File: src/rtl/sp_pkg.sv
package sp_pkg;

  typedef enum logic [1:0] {
    SP_SYNC    = 2'd0,
    SP_ASYNC8  = 2'd1,
    SP_ASYNC9A = 2'd2,
    SP_ASYNC9B = 2'd3
  } sp_mode_e;

  // majority of three oversamples
  function automatic logic maj3(input logic a, input logic b, input logic c);
    return (a & b) | (a & c) | (b & c);
  endfunction

  // Accept rule for a completed async frame. The gating bit is the ninth bit
  // in 9-bit modes and the stop bit in 8-bit mode; both must be 1 under MP.
  function automatic logic rx_keep(input logic mp, input logic gate_bit,
                                   input logic flag_busy);
    if (flag_busy) return 1'b0;
    if (mp) return gate_bit;
    return 1'b1;
  endfunction

  // Serial image of an async frame, bit 0 leaves first
  function automatic logic [10:0] tx_frame(input logic [7:0] d,
                                           input logic nine_en,
                                           input logic nine_v);
    return {1'b1, (nine_en ? nine_v : 1'b1), d, 1'b0};
  endfunction

  // Index of the stop bit inside a frame
  function automatic logic [3:0] frame_last(input logic nine_en);
    return nine_en ? 4'd10 : 4'd9;
  endfunction

endpackage

File: src/rtl/sp_shift0.sv
module sp_shift0 #(
  parameter int DIV_SLOW = 12,
  parameter int DIV_FAST = 4
) (
  input  logic       clk,
  input  logic       rst_n,
  input  logic       fast,
  input  logic       tx_go,
  input  logic [7:0] tx_byte,
  input  logic       rx_go,
  input  logic       rxd_in,
  output logic       busy,
  output logic       sclk,
  output logic       dout,
  output logic       oe,
  output logic       tx_done,
  output logic       rx_done,
  output logic [7:0] rx_byte
);
  localparam int CW = $clog2(DIV_SLOW + 1);

  logic          is_rx;
  logic [CW-1:0] cnt;
  logic [CW-1:0] per;
  logic [2:0]    bitn;
  logic [7:0]    sh;

  wire [CW-1:0] half     = per >> 1;
  wire          per_end  = (cnt == per - CW'(1));
  wire          sample   = is_rx && (cnt == half - CW'(1));

  always_ff @(posedge clk or negedge rst_n) begin
    if (!rst_n) begin
      busy    <= 1'b0;
      is_rx   <= 1'b0;
      cnt     <= '0;
      per     <= CW'(DIV_SLOW);
      bitn    <= '0;
      sh      <= '0;
      tx_done <= 1'b0;
      rx_done <= 1'b0;
    end else begin
      tx_done <= 1'b0;
      rx_done <= 1'b0;
      if (!busy) begin
        if (tx_go || rx_go) begin
          busy  <= 1'b1;
          is_rx <= !tx_go;
          cnt   <= '0;
          bitn  <= '0;
          per   <= fast ? CW'(DIV_FAST) : CW'(DIV_SLOW);
          if (tx_go) sh <= tx_byte;
        end
      end else begin
        if (sample) sh <= {rxd_in, sh[7:1]};
        if (per_end) begin
          cnt <= '0;
          if (!is_rx) sh <= {1'b1, sh[7:1]};
          if (bitn == 3'd7) begin
            busy    <= 1'b0;
            tx_done <= !is_rx;
            rx_done <= is_rx;
          end else begin
            bitn <= bitn + 3'd1;
          end
        end else begin
          cnt <= cnt + CW'(1);
        end
      end
    end
  end

  assign sclk    = busy ? (cnt >= half) : 1'b1;
  assign oe      = busy && !is_rx;
  assign dout    = oe ? sh[0] : 1'b1;
  assign rx_byte = sh;

endmodule

File: src/rtl/sp_atx.sv
module sp_atx
  import sp_pkg::*;
#(
  parameter int OVS = 16
) (
  input  logic       clk,
  input  logic       rst_n,
  input  logic       go,
  input  logic [7:0] din,
  input  logic       nine_en,
  input  logic       nine_v,
  input  logic       tick,
  output logic       busy,
  output logic       txd,
  output logic       stop_begin
);
  localparam int CW = $clog2(OVS);

  logic [10:0]   sh;
  logic [3:0]    idx;
  logic [3:0]    last;
  logic [CW-1:0] cnt;

  always_ff @(posedge clk or negedge rst_n) begin
    if (!rst_n) begin
      sh         <= '1;
      idx        <= '0;
      last       <= 4'd9;
      cnt        <= '0;
      busy       <= 1'b0;
      stop_begin <= 1'b0;
    end else begin
      stop_begin <= 1'b0;
      if (!busy) begin
        if (go) begin
          busy <= 1'b1;
          sh   <= tx_frame(din, nine_en, nine_v);
          idx  <= '0;
          cnt  <= '0;
          last <= frame_last(nine_en);
        end
      end else if (tick) begin
        if (cnt == CW'(OVS - 1)) begin
          cnt <= '0;
          sh  <= {1'b1, sh[10:1]};
          if (idx == last) begin
            busy <= 1'b0;
          end else begin
            idx <= idx + 4'd1;
            if (idx + 4'd1 == last) stop_begin <= 1'b1;
          end
        end else begin
          cnt <= cnt + CW'(1);
        end
      end
    end
  end

  assign txd = busy ? sh[0] : 1'b1;

endmodule

File: src/rtl/sp_arx.sv
module sp_arx
  import sp_pkg::*;
#(
  parameter int OVS = 16
) (
  input  logic       clk,
  input  logic       rst_n,
  input  logic       enable,
  input  logic       nine_en,
  input  logic       tick,
  input  logic       rxd,
  output logic       done,
  output logic [7:0] data_o,
  output logic       nine_o
);
  localparam int CW  = $clog2(OVS);
  localparam int MID = OVS / 2;

  logic [1:0]    sync;
  logic          prev;
  logic          busy;
  logic [CW-1:0] cnt;
  logic [3:0]    idx;
  logic [1:0]    votes;
  logic [7:0]    sh;
  logic          b9;

  wire       rx_s   = sync[1];
  wire       fall   = prev && !rx_s;
  wire       in_win = (cnt >= CW'(MID - 1)) && (cnt <= CW'(MID + 1));
  wire       decide = (cnt == CW'(MID + 1));
  wire       v      = maj3(votes[1], votes[0], rx_s);
  wire [3:0] last   = frame_last(nine_en);

  always_ff @(posedge clk or negedge rst_n) begin
    if (!rst_n) begin
      sync   <= 2'b11;
      prev   <= 1'b1;
      busy   <= 1'b0;
      cnt    <= '0;
      idx    <= '0;
      votes  <= '0;
      sh     <= '0;
      b9     <= 1'b0;
      done   <= 1'b0;
      data_o <= '0;
      nine_o <= 1'b0;
    end else begin
      sync <= {sync[0], rxd};
      prev <= rx_s;
      done <= 1'b0;
      if (!enable) begin
        busy <= 1'b0;
      end else if (!busy) begin
        if (fall) begin
          busy <= 1'b1;
          cnt  <= '0;
          idx  <= '0;
        end
      end else if (tick) begin
        if (in_win) votes <= {votes[0], rx_s};
        if (cnt == CW'(OVS - 1)) begin
          cnt <= '0;
          idx <= idx + 4'd1;
        end else begin
          cnt <= cnt + CW'(1);
        end
        if (decide) begin
          if (idx == 4'd0) begin
            if (v) busy <= 1'b0;
          end else if (idx <= 4'd8) begin
            sh <= {v, sh[7:1]};
          end else if (idx == last) begin
            busy   <= 1'b0;
            done   <= 1'b1;
            data_o <= sh;
            nine_o <= nine_en ? b9 : v;
          end else begin
            b9 <= v;
          end
        end
      end
    end
  end

endmodule

File: src/rtl/serial_port_core.sv
module serial_port_core
  import sp_pkg::*;
#(
  parameter int DIV_SLOW = 12,
  parameter int DIV_FAST = 4,
  parameter int OVS      = 16
) (
  input  logic       clk,
  input  logic       rst_n,
  input  logic       bus_we,
  input  logic       bus_addr,
  input  logic [7:0] bus_wdata,
  output logic [7:0] bus_rdata,
  input  logic       baud_tick,
  output logic       txd,
  input  logic       rxd_in,
  output logic       rxd_out,
  output logic       rxd_oe,
  output logic       sclk_out
);
  logic [1:0] mode_q;
  logic       mp_q, ren_q, tb9_q, rb9_q, ti_q, ri_q;
  logic [7:0] rbuf_q;

  // named internal events
  logic       ctrl_wr, data_wr, is_sync;
  logic       s0_busy, s0_tx_done, s0_rx_done, s0_rx_go, s0_fast;
  logic [7:0] s0_rx_byte;
  logic       atx_busy, atx_stop;
  logic       arx_done, arx_nine;
  logic [7:0] arx_data;
  logic       arx_keep, ri_set, ti_set, rb9_load;
  logic [7:0] rx_byte_in;

  assign ctrl_wr  = bus_we && !bus_addr;
  assign data_wr  = bus_we && bus_addr;
  assign is_sync  = (sp_mode_e'(mode_q) == SP_SYNC);
  assign s0_rx_go = ctrl_wr && (bus_wdata[7:6] == 2'd0) && bus_wdata[4] && !bus_wdata[0];
  assign s0_fast  = ctrl_wr ? bus_wdata[5] : mp_q;

  sp_shift0 #(.DIV_SLOW(DIV_SLOW), .DIV_FAST(DIV_FAST)) u_shift0 (
    .clk(clk), .rst_n(rst_n), .fast(s0_fast),
    .tx_go(data_wr && is_sync), .tx_byte(bus_wdata),
    .rx_go(s0_rx_go), .rxd_in(rxd_in),
    .busy(s0_busy), .sclk(sclk_out), .dout(rxd_out), .oe(rxd_oe),
    .tx_done(s0_tx_done), .rx_done(s0_rx_done), .rx_byte(s0_rx_byte)
  );

  sp_atx #(.OVS(OVS)) u_atx (
    .clk(clk), .rst_n(rst_n), .go(data_wr && !is_sync), .din(bus_wdata),
    .nine_en(mode_q[1]), .nine_v(tb9_q), .tick(baud_tick),
    .busy(atx_busy), .txd(txd), .stop_begin(atx_stop)
  );

  sp_arx #(.OVS(OVS)) u_arx (
    .clk(clk), .rst_n(rst_n), .enable(ren_q && !is_sync),
    .nine_en(mode_q[1]), .tick(baud_tick), .rxd(rxd_in),
    .done(arx_done), .data_o(arx_data), .nine_o(arx_nine)
  );

  assign arx_keep   = rx_keep(mp_q, arx_nine, ri_q);
  assign rb9_load   = arx_done && arx_keep;
  assign ri_set     = rb9_load || (s0_rx_done && !ri_q);
  assign ti_set     = atx_stop || s0_tx_done;
  assign rx_byte_in = arx_done ? arx_data : s0_rx_byte;

  always_ff @(posedge clk or negedge rst_n) begin
    if (!rst_n) begin
      mode_q <= 2'd0;
      mp_q   <= 1'b0;
      ren_q  <= 1'b0;
      tb9_q  <= 1'b0;
      rb9_q  <= 1'b0;
      ti_q   <= 1'b0;
      ri_q   <= 1'b0;
      rbuf_q <= '0;
    end else begin
      if (ctrl_wr) begin
        mode_q <= bus_wdata[7:6];
        mp_q   <= bus_wdata[5];
        ren_q  <= bus_wdata[4];
        tb9_q  <= bus_wdata[3];
        rb9_q  <= bus_wdata[2];
        ti_q   <= bus_wdata[1];
        ri_q   <= bus_wdata[0];
      end
      // hardware events win over a same-cycle software write
      if (ti_set)   ti_q   <= 1'b1;
      if (ri_set)   ri_q   <= 1'b1;
      if (rb9_load) rb9_q  <= arx_nine;
      if (ri_set)   rbuf_q <= rx_byte_in;
    end
  end

  assign bus_rdata = bus_addr ? rbuf_q
                              : {mode_q, mp_q, ren_q, tb9_q, rb9_q, ti_q, ri_q};

endmodule

File: config.mk
export PLATFORM = sky130hd
export DESIGN_NAME = serial_port_core
export DESIGN_NICKNAME = d
export VERILOG_FILES = /design/src/rtl/sp_pkg.sv /design/src/rtl/sp_shift0.sv /design/src/rtl/sp_atx.sv /design/src/rtl/sp_arx.sv /design/src/rtl/serial_port_core.sv
export SDC_FILE = /design/constraint.sdc
export NUM_CORES = 1
export LEC_CHECK = 0
export ABC_AREA = 1
export ABC_CLOCK_PERIOD_IN_PS = 1900
export BUFFER_PORTS_ARGS = -buffer_cell sky130_fd_sc_hd__buf_2
export CELL_PAD_IN_SITES_DETAIL_PLACEMENT = 0
export CELL_PAD_IN_SITES_GLOBAL_PLACEMENT = 2
export CORE_ASPECT_RATIO = 1.25
export CORE_UTILIZATION = 33
export CTS_CLUSTER_DIAMETER = 200
export CTS_CLUSTER_SIZE = 16
export DETAILED_ROUTE_END_ITERATION = 10
export GPL_TIMING_DRIVEN = 0
export PLACE_DENSITY_LB_ADDON = 0.1
export SLEW_MARGIN = 20
export SYNTH_ARGS = -nofsm -noshare
export SYNTH_HDL_FRONTEND = slang
export SYNTH_SLANG_ARGS = --single-unit
File: constraint.sdc
create_clock -name clk -period 1.9 [get_ports clk]
set_clock_uncertainty 0.15 [all_clocks]
set_input_delay 0.38 -clock clk [delete_from_list [all_inputs] [get_ports clk]]
set_output_delay 0.38 -clock clk [all_outputs]
set_load 0.1 [all_outputs]
==> results.txt <==
Post-Layout Inst Area: 5580 µm²
PwrDens: 1300 nW/µm²
status: complete, but fails checks
Worst Path Arrival: 1630 ps
Finish-stage setup viols: 1
Yosys cell types: 33
Ant. Diodes: 0
Antenna Nets Post-Route: 0
area leader, netlist: dfrtp_1
CP Data Required Time: 1370 ps
kind of critical path: flip-flop to output port
gr usage total: 17.8%
number of CTS-inserted buffers: 9
minimum clock period: 2160 ps
Slew Viols, Final: 0
placed wire-length estimate: 8.28 mm
Port Buf Inserts: 25
unrepaired setup endpoints after global routing: true
Setup WS post-layout: -262 ps
crit path max fanout: 2
Total Power: 7.27 mW
Remaining Overflow, GRT: 0
Clock Path Buffers: 2
P_leak: 2.60 nW
global-route wire length before repair: 19.5 mm
Setup crit end kind: output port
number of global-route vias before repair: 3835
synth cell count leaders: nand2_1 (155), dfrtp_1 (76), inv_1 (61)
Yosys reg bits: 91
Pre-antenna DRT Iters: 4
Vias: 3785
Core Area: 13300 µm²
DRC: 0
Main synth FF type: dfrtp_1
Area Growth Syn to Fin: 23.8%
nets: 634
Clock Pin Slew Worst Setup and Hold Paths: 70 ps
Synth async-reset ratio: 100%
setup TNS: -262 ps
slew at the pin with the worst max-slew slack: 485 ps
hold slack: 155 ps
wire length per cell: 15.0 µm
CTS tree: built
Area contributors post-synth: dfrtp_1 (42%), nand2_1 (13%), dfstp_2 (8.7%)
die area: 14100 µm²
Final Cycle Share: 114%
Vias per Instance: 4.83
die span in x: 107 µm
Final Wtd Congestion: 0.776
dpl cell area: 4940 µm²
I/O Pins: 26
Slew Limit Headroom: 67.6%
max frequency: 463 MHz
Clock Sinks: 91
root buf cell: clkbuf_16
initial drt markers: 216
top cell type's share of synthesized area: 42.2%
Peak VDD IR: 0.876 mV
WL final: 11.7 mm
HP Class: primary input to flip-flop
violated checks: negative setup slack
H-tree Lvls: 3
row count: 47
Die Y: 133 µm
most common cell in the netlist: nand2_1
Starting Density: 33.9%
Hold Vio Cnt, Final: 0
Clock Latency Late Sink: 340 ps
largest net degree at the start of global routing: 60
syn avg cell area: 8.08 µm²
sequential share of the synthesized area: 50.9%
synth warn: 0
Max-cap violations: 0
Setup crit start kind: flip-flop
Setup WS pre-CTS: -374 ps
syn_nets: 585
Synth Instances: 558
antenna violations before repair: 0
EDFF count, synth: 0
share of layout cells above drive strength 1: 21.4%
Post-Syn Area: 4510 µm²
## stage by stage
step / std cells / util, %
global route: 783 / 42.0
global placement: 754 / 36.9
CTS: 781 / 41.4
detailed placement: 755 / 37.2
floorplan: 558 / -
finish: 783 / 42.0
## final timing paths
kind                                              from                         endpoint  slack [ps]  cells past startpoint
setup / recovery           u_shift0.per[3]$_DFFE_PN1P_                         sclk_out        -260                      7
hold / removal                            bus_wdata[1]          u_atx.sh[2]$_DFFE_PN1P_         150                      3
setup reg to reg           u_shift0.per[3]$_DFFE_PN1P_  u_shift0.rx_byte[1]$_DFFE_PN0P_          10                     10
hold reg to reg                u_arx.sync[1]$_DFF_PN1_             u_arx.prev$_DFF_PN1_         220                      0
max in group asynchronous                        rst_n          u_atx.sh[9]$_DFFE_PN1P_         590                      3
min in group asynchronous                        rst_n         u_arx.cnt[0]$_DFFE_PN0P_         340                      2
## worst max-delay path, stage by stage (launching register included)
cell	delay, ps
dfstp_2	540
inv_2	50
ha_4	260
inv_2	30
nor2_2	90
o21ai_2	80
nand2_4	70
buf_12	170
## where the power goes
part	switching, mW	internal (mW)
logic	1.69	1.06
registers	0.401	2.46
clock network	0.772	0.882
## state kept, by name (all words and copies together), names as in the netlist, 2 cells and up
name	flops
u_arx.data_o	8
u_arx.sh	8
u_arx.idx	4
u_atx.idx	4
u_arx.sync	2
u_shift0.cnt	4
u_shift0.bitn	3
rbuf_q	8
u_atx.cnt	4
u_atx.sh	10
u_shift0.rx_byte	8
u_atx.last	2
u_arx.votes	2
mode_q	2
u_arx.cnt	4
## cells by family after synthesis
group,Yosys count,synth area share (%)
AND/OR/NAND/NOR,256,23.9
AO/OA/AOI/OAI,114,13.5
flip-flops,91,50.9
buffers and inverters,77,6.71
adder cells (fa/ha/maj),13,3.61
XOR/XNOR,7,1.36
## cells in the final DEF (no fill, tap or decap), drive strengths merged, types with 6 or more instances in the layout
master	instances
dfstp	15
ha	13
inv	64
nand4	6
a31oi	15
nor2	51
nor3	8
nand2	160
nand3	26
dfrtp	76
o21ai	68
a21oi	23
buf	45
clkbuf	13
## area by class of cell
| class | count | area [µm²] |
|---|---|---|
| multi-input cells | 391 | 2110 |
| clock inverters | 7 | 43.8 |
| inverters | 63 | 239 |
| repair buffers | 40 | 378 |
| well taps | 171 | 214 |
| plain buffers | 11 | 68.8 |
| clock buffers | 9 | 225 |
| fillers | 1384 | 7710 |
| flip-flops and latches | 91 | 2300 |
## timing repair
| item | 4_1_cts | 5_1_grt |
|---|---|---|
| gates resized for setup | 61 | 25 |
| endpoints found under the hold margin | 23 | 0 |
| hold buffers | 2 | 0 |
| setup buffers | 8 | 4 |
| cloned | 0 | 1 |
| pin swaps | 10 | 16 |
| setup endpoints to repair | 32 | 42 |
## per-layer routing
layer  global-route usage, %  vias to the layer above  routed length [µm]
met3                    3.25                        7                 318
met5                       0                        -                   0
met1                    23.7                     1811                5610
met4                    5.02                        0                 108
li1                        -                     1917                   -
met2                    29.4                       50                5700
Note: power is estimated with default switching activity, not from simulation.
